File: config.mk
export PLATFORM = sky130hd
export DESIGN_NAME = zct_gate_timer
export DESIGN_NICKNAME = d
export VERILOG_FILES = /design/src/rtl/zct_pkg.sv /design/src/rtl/zct_period_base.sv /design/src/rtl/zct_aux_window.sv /design/src/rtl/zct_phase_gen.sv /design/src/rtl/zct_gate_timer.sv
export SDC_FILE = /design/constraint.sdc
export NUM_CORES = 1
export LEC_CHECK = 0
export ABC_AREA = 1
export BUFFER_PORTS_ARGS = -buffer_cell sky130_fd_sc_hd__buf_2
export CAP_MARGIN = 20
export CORE_UTILIZATION = 55
export DETAILED_ROUTE_END_ITERATION = 12
export GPL_TIMING_DRIVEN = 0
export PLACE_DENSITY = 0.77
export SYNTH_ARGS = -nofsm -noshare
export SYNTH_HDL_FRONTEND = slang
export SYNTH_SLANG_ARGS = --single-unit
export TNS_END_PERCENT = 100
File: constraint.sdc
create_clock -name clk -period 7.31 [get_ports clk]
set_clock_uncertainty 0.05 [all_clocks]
set_input_delay 1.0965 -clock clk [delete_from_list [all_inputs] [get_ports clk]]
set_output_delay 1.0965 -clock clk [all_outputs]
set_load 0.01 [all_outputs]
File: src/rtl/zct_pkg.sv
package zct_pkg;

    localparam int CNT_W      = 12;
    localparam int MIN_PERIOD = 4;

    typedef logic [CNT_W-1:0] cnt_t;

    typedef struct packed {
        cnt_t period;
        cnt_t aux_w;
        cnt_t aux_lead;
    } timing_cfg_t;

    typedef struct packed {
        logic main;
        logic aux;
    } gate_pair_t;

    function automatic cnt_t half_of(cnt_t p);
        return p >> 1;
    endfunction

    function automatic cnt_t clamp_duty(cnt_t d, cnt_t p);
        cnt_t lim;
        lim = half_of(p) - cnt_t'(1);
        return (d > lim) ? lim : d;
    endfunction

    function automatic cnt_t local_time(cnt_t c, cnt_t p, cnt_t off);
        return (c >= off) ? (c - off) : (c + (p - off));
    endfunction

endpackage

File: src/rtl/zct_period_base.sv
module zct_period_base
    import zct_pkg::*;
#(
    parameter int unsigned PERIOD_RST = 2500
) (
    input  logic        clk,
    input  logic        rst,
    input  cnt_t        period_in,
    input  cnt_t        aux_w_in,
    input  cnt_t        aux_lead_in,
    output cnt_t        cnt,
    output timing_cfg_t cfg
);

    logic wrap;
    cnt_t period_lim;

    always_comb begin
        wrap       = (cnt >= (cfg.period - cnt_t'(1)));
        period_lim = (period_in < cnt_t'(MIN_PERIOD)) ? cnt_t'(MIN_PERIOD) : period_in;
    end

    always_ff @(posedge clk) begin
        if (rst) begin
            cnt          <= '0;
            cfg.period   <= cnt_t'(PERIOD_RST);
            cfg.aux_w    <= '0;
            cfg.aux_lead <= '0;
        end else if (wrap) begin
            cnt          <= '0;
            cfg.period   <= period_lim;
            cfg.aux_w    <= aux_w_in;
            cfg.aux_lead <= aux_lead_in;
        end else begin
            cnt <= cnt + cnt_t'(1);
        end
    end

    assert_cnt_in_range_R1: assert property (@(posedge clk) disable iff (rst)
        cnt < cfg.period);

    assert_cfg_hold_R7: assert property (@(posedge clk) disable iff (rst)
        (cnt != '0) |-> $stable(cfg));

endmodule

File: src/rtl/zct_aux_window.sv
module zct_aux_window
    import zct_pkg::*;
(
    input  cnt_t duty,
    input  cnt_t aux_w,
    input  cnt_t aux_lead,
    output logic fits,
    output cnt_t start,
    output cnt_t stop
);

    logic [CNT_W:0] need;

    always_comb begin
        need  = {1'b0, aux_w} + {1'b0, aux_lead};
        fits  = (aux_w != '0) && ({1'b0, duty} >= need);
        stop  = duty - aux_lead;
        start = stop - aux_w;
    end

endmodule

File: src/rtl/zct_phase_gen.sv
module zct_phase_gen
    import zct_pkg::*;
#(
    parameter bit LAGGING = 1'b0
) (
    input  logic        clk,
    input  logic        rst,
    input  cnt_t        cnt,
    input  timing_cfg_t cfg,
    input  cnt_t        duty_in,
    output gate_pair_t  gate
);

    cnt_t       offs;
    cnt_t       t;
    cnt_t       duty_q;
    cnt_t       duty_eff;
    cnt_t       a_start;
    cnt_t       a_stop;
    logic       a_fits;
    logic       at_last;
    gate_pair_t nxt;

    generate
        if (LAGGING) begin : g_lag
            assign offs = half_of(cfg.period);
        end else begin : g_lead
            assign offs = '0;
        end
    endgenerate

    always_comb begin
        t        = local_time(cnt, cfg.period, offs);
        at_last  = (t == (cfg.period - cnt_t'(1)));
        duty_eff = clamp_duty(duty_q, cfg.period);
    end

    zct_aux_window u_win (
        .duty     (duty_eff),
        .aux_w    (cfg.aux_w),
        .aux_lead (cfg.aux_lead),
        .fits     (a_fits),
        .start    (a_start),
        .stop     (a_stop)
    );

    always_comb begin
        nxt.main = (t < duty_eff);
        nxt.aux  = a_fits && (t >= a_start) && (t < a_stop);
    end

    always_ff @(posedge clk) begin
        if (rst) begin
            duty_q <= '0;
            gate   <= '0;
        end else begin
            if (at_last) begin
                duty_q <= duty_in;
            end
            gate <= nxt;
        end
    end

    assert_rise_at_start_R2: assert property (@(posedge clk) disable iff (rst)
        $rose(gate.main) |-> ($past(t) == '0));

    assert_aux_inside_main_R5: assert property (@(posedge clk) disable iff (rst)
        gate.aux |-> gate.main);

endmodule

File: src/rtl/zct_gate_timer.sv
module zct_gate_timer #(
    parameter int unsigned PERIOD_RST = 2500
) (
    input  logic                       clk,
    input  logic                       rst,
    input  logic [zct_pkg::CNT_W-1:0]  period_in,
    input  logic [zct_pkg::CNT_W-1:0]  duty1_in,
    input  logic [zct_pkg::CNT_W-1:0]  duty2_in,
    input  logic [zct_pkg::CNT_W-1:0]  aux_width_in,
    input  logic [zct_pkg::CNT_W-1:0]  aux_lead_in,
    output logic                       main1_o,
    output logic                       aux1_o,
    output logic                       main2_o,
    output logic                       aux2_o
);
    import zct_pkg::*;

    localparam int N_PH = 2;

    cnt_t        cnt;
    timing_cfg_t cfg;
    cnt_t        duty_in [N_PH];
    gate_pair_t  gates   [N_PH];

    assign duty_in[0] = duty1_in;
    assign duty_in[1] = duty2_in;

    zct_period_base #(.PERIOD_RST(PERIOD_RST)) u_base (
        .clk         (clk),
        .rst         (rst),
        .period_in   (period_in),
        .aux_w_in    (aux_width_in),
        .aux_lead_in (aux_lead_in),
        .cnt         (cnt),
        .cfg         (cfg)
    );

    generate
        for (genvar p = 0; p < N_PH; p++) begin : g_phase
            zct_phase_gen #(.LAGGING(p != 0)) u_ph (
                .clk     (clk),
                .rst     (rst),
                .cnt     (cnt),
                .cfg     (cfg),
                .duty_in (duty_in[p]),
                .gate    (gates[p])
            );
        end
    endgenerate

    assign main1_o = gates[0].main;
    assign aux1_o  = gates[0].aux;
    assign main2_o = gates[1].main;
    assign aux2_o  = gates[1].aux;

    assert_no_overlap_R3: assert property (@(posedge clk) disable iff (rst)
        !(main1_o && main2_o));

    always_ff @(posedge clk) begin
        if (rst) begin
            assert_reset_low_R8: assert (!(main1_o || aux1_o || main2_o || aux2_o) || 1'b1 == $past(rst) ? !(main1_o || aux1_o || main2_o || aux2_o) : 1'b1)
                else $error("gates not low after reset");
        end
    end

endmodule

# Yosys cells after proc, flatten, opt, wreduce, memory -nomap -nowiden
# Index checks and enable logic that the tools add are counted.
# op_classes
div_mod_pow	0
magnitude_cmp	14
mul	0
shift	0
bitwise_logic	0
n_mux	5
n_eq_ne	2
n_reduce_logical	8
addsub	12
# op_table
op	count
$mux W12	5
$lt A12 B12 Y1	4
$sub A12 B12 Y12	4
$ge A12 B12 Y1	3
$ge A12 B13 Y1	2
$add A12 B12 Y12	2
$eq A12 B12 Y1	2
$gt A12 B12 Y1	2
$sub A12 B11 Y12	2
$add A12 B12 Y13	1
$add A12 B1 Y12 const B	1
$ge A12 B1 Y1 const B	1
$ge A12 B11 Y1	1
$lt A12 B3 Y1 const B	1
$reduce_bool A12 Y1	1
$sub A11 B1 Y12 const B	1
$sub A12 B1 Y12 const B	1
$logic_and A1 B1 Y1	6
$reduce_or A2 Y1	1
# totals
input_bits	62
latchBits	0
out_inout_bits	4
reg_bits	76
mem_bits_rw	0
wordCells	51
memories	0
rom_bits	0

# Logic depth before layout (Yosys ltp)
# depth
ltp_word	8
mapped_depth	49
ltp_nobuf	47

# Cells and area by module
# From an unflattened synthesis, not the netlist that was laid out.
# unflattened
hier_cells	2096
hier_area_um2	13290.2
# by_module_without_submodules
mod	n_inst	cells_per_inst	seq_area_each_um2	area_per_inst_um2
zct_phase_gen at g_phase[1].u_ph	1	774	280.3	4431.8
zct_period_base	1	350	960.9	2588.7
zct_phase_gen at g_phase[0].u_ph	1	343	280.3	2393.5
zct_aux_window at g_phase[1].u_ph.u_win	1	316	0.0	1944.4
zct_aux_window at g_phase[0].u_ph.u_win	1	313	0.0	1931.9

# Least setup slack after synthesis
# OpenSTA, ideal clock, no wires.
# synth_timing
path_type	flip-flop to flip-flop
start	register, netlist name u_base.cfg[25]
end	register g_phase[1].u_ph.gate[0] in the netlist's numbering
slack_ns	1.028
required_time_ns	7.196
period_less_slack_ns	6.282
arrival_time_ns	6.168
n_path_buf	2
setup_time_ns	0.064
path_stages_with_launch	46
cell_sequence	dfxtp_1 > inv_1 > ha_1 > inv_2 > nand2_1 > nand2_1 > inv_1 > o21ai_1 > a21oi_1 > xor2_1 > ha_1 > nand3_1 > nor2_1 > nand4_1 > nand2_1 > buf_2 > buf_2 > nand2_1 > [10 not listed] > a21oi_1 > a211oi_1 > o21ai_0 > a21oi_1 > o21bai_1 > nand2_1 > nand2_1 > a21oi_1 > xor2_1 > nand3b_1 > nand2_1 > ha_1 > nand2_1 > a21oi_1 > nor2_1 > nand2_1 > nand3_1 > nor2_1
# synth_via
elab_chain_cells	8
word_cells_on_any_way	16
classes_between	6 x add/sub; 5 x order compare; 2 x mux; 3 x reduce/logical
# synth_lines
item	line_no	source
$sub A11 B1 Y12	zct_pkg.sv:25	lim = half_of(p) - cnt_t'(1);
$gt A12 B12 Y1	zct_pkg.sv:26	return (d > lim) ? lim : d;
$mux W12	zct_pkg.sv:26	
$sub A12 B12 Y12	zct_aux_window.sv:17	stop = duty - aux_lead;
$sub A12 B12 Y12	zct_aux_window.sv:18	start = stop - aux_w;
$ge A12 B12 Y1	zct_phase_gen.sv:49	nxt.aux = a_fits && (t >= a_start) && (t < a_stop);
$logic_and A1 B1 Y1	zct_phase_gen.sv:49	
$logic_and A1 B1 Y1 (*)	zct_phase_gen.sv:49	
to (signal assigned)	zct_phase_gen.sv:60	gate <= nxt;
to (decl)	zct_phase_gen.sv:11	output gate_pair_t gate
# Mark *: on every way between the ends. The rest lies on a longest branch, timed or not.
# A chain may end at the register's enable or synchronous reset.

# Worst setup path after layout
# layout_timing
start	register, netlist name u_base.cfg[26]
end	register g_phase[0].u_ph.gate[0] in the netlist's numbering
# layout_via
elab_chain_cells	8
word_cells_on_any_way	13
classes_between	4 x add/sub; 4 x order compare; 2 x mux; 3 x reduce/logical
# layout_lines
item	line_no
$sub A11 B1 Y12	zct_pkg.sv:25
$gt A12 B12 Y1	zct_pkg.sv:26
$mux W12	zct_pkg.sv:26
$sub A12 B12 Y12	zct_aux_window.sv:17
$sub A12 B12 Y12	zct_aux_window.sv:18
$ge A12 B12 Y1	zct_phase_gen.sv:49
$logic_and A1 B1 Y1	zct_phase_gen.sv:49
$logic_and A1 B1 Y1 (*)	zct_phase_gen.sv:49
to (signal assigned)	zct_phase_gen.sv:60
to (decl)	zct_phase_gen.sv:11
# Marks and branches as above.

==> implementation parameters <==
Parameter                              Value

Global route
  Total global routing overflow    0
  Number of antenna violations at the first check in global routing    0
  GRT Total Usage    33.1%
  Global-route wire length before repair    50.9 mm
  Pin count of the biggest net entering global routing    14
  Vias in the first global route    10,129

Route
  Remaining antenna violation count after routing    0
  Iteration count of the initial detailed-routing pass    5
  Post-detailed-routing wire length    32.9 mm
  Routed length per instance    17.3 um
  Initial DRC count    950
  DRC violations left    0
  Routed via count    10,862
  Vias per cell    5.73

Critical path
  Largest stage delay, worst path    420 ps
  Slowest stage cell, crit path    sky130_fd_sc_hd__xor2_2
  Largest delay share family, worst path    compound AO/OA/AOI/OAI gates
  Biggest fanout along the worst timing path    10
  Critical register-to-register path startpoint    u_base.cfg[26]$_SDFFE_PP1P_
  Crit. End Element    register
  Buf/Inv on CP    7
  Arrival time at the worst endpoint    7140 ps
  Startpoint of the most critical setup path    u_base.cfg[26]$_SDFFE_PP1P_
  Critical setup path kind    register to register
  R2R Setup Slk    390 ps
  Cell seen most often among critical-path stages    sky130_fd_sc_hd__nand2_1
  Startpoint type of the worst setup path    register
  Required time of the critical path    7530 ps
  Reg2reg end    g_phase[0].u_ph.gate[0]$_SDFF_PP0_
  R2R cell count    41

Place
  Final Wtd Congestion    0.996
  Placed cell area    11,300 sq um
  Total half-perimeter wirelength after legalization and detailed placement    26.4 mm
  Buffers on Ports    64
  Cell count after placement    1,862

Synthesis
  Yosys synthesis warning count    0
  Number of register bits inferred by synthesis    76
  Cell types occupying the most area after synthesis    sky130_fd_sc_hd__ha_1, sky130_fd_sc_hd__dfxtp_1, sky130_fd_sc_hd__nand2_1
  Synthesized netlist cell count    1,538
  Synth Net Count    1,840
  Cell Area, Synth    10,600 sq um
  Cell accounting for the most synthesized area    sky130_fd_sc_hd__ha_1
  Share of synthesized area occupied by flip-flops and latches    14.3%
  Area share of the largest cell type after synthesis    26.2%
  EDFF count, synth    0
  Post-synth cell types    50
  Synthesized area per cell    6.92 sq um
  Most used standard cells in the synthesized netlist    sky130_fd_sc_hd__nand2_1, sky130_fd_sc_hd__inv_1, sky130_fd_sc_hd__ha_1
  Top flip-flop cell by instance count after synthesis    sky130_fd_sc_hd__dfxtp_1
  Cell with the most instances after synthesis    sky130_fd_sc_hd__nand2_1
  Ys async rst share    0%

Power and ir drop
  Total design power    0.961 mW
  Switching power total    0.267 mW
  Clock Power Share    45.7%
  Sw Ratio    27.7%
  Internal power contribution    0.695 mW
  Max IR drop VDD    0.111 mV
  Power Density    79.7 nW/um^2
  Part of the power in registers    43.5%
  Portion of total power attributed to combinational logic    10.8%
  Leakage power of the design    6.01 nW

Finish
  Ratio of cells with drive above 1 in the final layout    12.3%
  Area of combinational cells with multiple inputs    8310 sq um
  Final cell count without fillers    1,897
  Count of antenna diodes in the layout    0
  Non-Filler Cell Area, Final    12,100 sq um
  Total area of sequential cells    1540 sq um
  Util after Layout    64.0%
  Net count reported at finish    1,934
  Layout overhead on the synthesized area    13.3%
  Layout filler cell count    1,679

CTS
  Number of sinks driven by the clock tree    76
  Clock tree root driver cell    sky130_fd_sc_hd__clkbuf_16
  CTS tree    done
  H-tree levels    3
  Number of buffers inserted during clock tree synthesis    9
  Worst-case clock buffer depth    2
  CTS Hold Bufs    0
  Clock latency reported for the late side of the worst-skew pair    360 ps
  Clock transition at the registers of the reported paths    60 ps

STA
  Transition time at the pin with the least slew margin    1240 ps
  Hold Violations, Final    0
  Crit share post-route    94.7%
  Highest clock rate    0.145 GHz
  Number of pins with negative max-slew slack in the final report    0
  Final number of setup-violating endpoints    0
  Max-slew headroom at the worst pin    16.2%
  Time the worst path needs with I/O delays and setup    6920 ps

Floorplan
  Floorplan die area    19,900 sq um
  Area inside the core boundary    18,800 sq um
  Chip Width    141 um
  IO Pins    66
  Vert. Die Dim    141 um
  Initial Utilization    56.5%
  Site row count    50

Hold path
  Hold worst-path end    g_phase[1].u_ph.duty_q[0]$_SDFFE_PP0N_
  Class of the worst hold path    register to register
  Worst hold start    g_phase[1].u_ph.duty_q[0]$_SDFFE_PP0N_
  Hold-critical path depth    2

Flow run
  Count of maximum capacitance violations    0

Outcome
  Result of the run    complete, no violations
## worst register-to-register path: cells and delay by family (launching register included)
family | cells | cell delay [ps]
compound gates | 12 | 1760
xor+xnor | 3 | 770
fa+ha+maj | 5 | 1600
buf+inv | 7 | 990
flops | 1 | 410
simple gates | 14 | 1280
## metrics by stage
step / hold slack (ps) / setup slack, ps / TNS, ps
floorplan: 377 / 1030 / 0
global placement: 403 / -655 / -1040
detailed placement: 413 / -761 / -1260
CTS: 421 / 0.746 / 0
global route: 434 / -79.2 / -141
finish: 417 / 391 / 0
## worst max path at each step
| stage | endpoint | slack, ps | cells past startpoint |
|---|---|---|---|
| after global routing | g_phase[0].u_ph.gate[0]$_SDFF_PP0_ | -80 | 43 |
| after global placement | g_phase[1].u_ph.gate[0]$_SDFF_PP0_ | -660 | 45 |
| after floorplan | g_phase[1].u_ph.gate[0]$_SDFF_PP0_ | 1030 | 45 |
| after CTS | g_phase[1].u_ph.gate[0]$_SDFF_PP0_ | 0.7 | 45 |
| after detailed placement | g_phase[1].u_ph.gate[0]$_SDFF_PP0_ | -760 | 45 |
| final | g_phase[0].u_ph.gate[0]$_SDFF_PP0_ | 390 | 41 |
## routing by layer
metal | global-route usage, % | share of wire, % | up-vias
li1 | - | - | 5306
met1 | 42.5 | 42 | 4973
met2 | 53.5 | 45 | 470
met3 | 4.76 | 7.7 | 113
met4 | 17.8 | 5.0 | 0
met5 | 0 | 0 | -
## layout by cell type, fill, tap and decap left out, types with 9 or more instances in the layout
master | Yosys | routed
sky130_fd_sc_hd__nand2_1 | 293 | 290
sky130_fd_sc_hd__inv_1 | 251 | 241
sky130_fd_sc_hd__ha_1 | 223 | 216
sky130_fd_sc_hd__a21oi_1 | 159 | 154
sky130_fd_sc_hd__o21ai_0 | 105 | 93
sky130_fd_sc_hd__nand3_1 | 89 | 89
sky130_fd_sc_hd__dfxtp_1 | 76 | 69
sky130_fd_sc_hd__buf_2 | 5 | 65
sky130_fd_sc_hd__nor2_1 | 66 | 63
sky130_fd_sc_hd__xor2_1 | 67 | 62
sky130_fd_sc_hd__nand4_1 | 24 | 24
sky130_fd_sc_hd__buf_4 | 0 | 20
sky130_fd_sc_hd__xnor2_1 | 20 | 19
sky130_fd_sc_hd__nand2_2 | 12 | 15
sky130_fd_sc_hd__clkbuf_1 | 15 | 15
sky130_fd_sc_hd__fa_1 | 17 | 15
sky130_fd_sc_hd__nor3_1 | 14 | 13
sky130_fd_sc_hd__o21bai_1 | 13 | 12
sky130_fd_sc_hd__o21ai_2 | 3 | 11
sky130_fd_sc_hd__a21o_1 | 9 | 9
sky130_fd_sc_hd__nand3b_1 | 9 | 9
sky130_fd_sc_hd__clkbuf_16 | 0 | 9
## kinds of logic (layout without fill, tap and decap cells)
family / Yosys count / after routing / synth area share (%)
AO/OA/AOI/OAI: 327 / 327 / 16.9
XOR/XNOR: 87 / 87 / 7.16
adder cells (fa/ha/maj): 240 / 240 / 29.4
buffers and inverters: 280 / 379 / 10.3
flip-flops: 76 / 76 / 14.3
AND/OR/NAND/NOR: 528 / 528 / 22.0
## cell type report
type / count / area share (%)
Multi-Input combinational cell: 1182 / 68.9
Sequential cell: 76 / 12.8
Inverter: 255 / 8.17
Timing Repair Buffer: 83 / 3.84
Tap cell: 260 / 2.70
Clock buffer: 10 / 1.98
Buffer: 25 / 1.31
Clock inverter: 6 / 0.322
## power by group through the flow
stage          sequential, mW  combinational (mW)  clock, mW
6_report                0.418               0.104      0.439
3_5_place_dp            0.429               0.101          0
5_1_grt                 0.418               0.117      0.458
3_3_place_gp            0.429              0.0970          0
2_1_floorplan           0.428              0.0606          0
4_1_cts                 0.419               0.101      0.442
## sequential cells by signal, summed over array words and instances (netlist names)
name	flops
g_phase.u_ph.duty_q	24
u_base.cfg	36
u_base.cnt	12
g_phase.u_ph.gate	4
## what timing repair did
action / 4_1_cts / 5_1_grt
setup endpoints to repair: 2 / 2
pin swaps: 3 / 10
gates resized for setup: 25 / 68
setup buffers: 7 / 12
No activity file was read; power rests on OpenSTA's default activity.
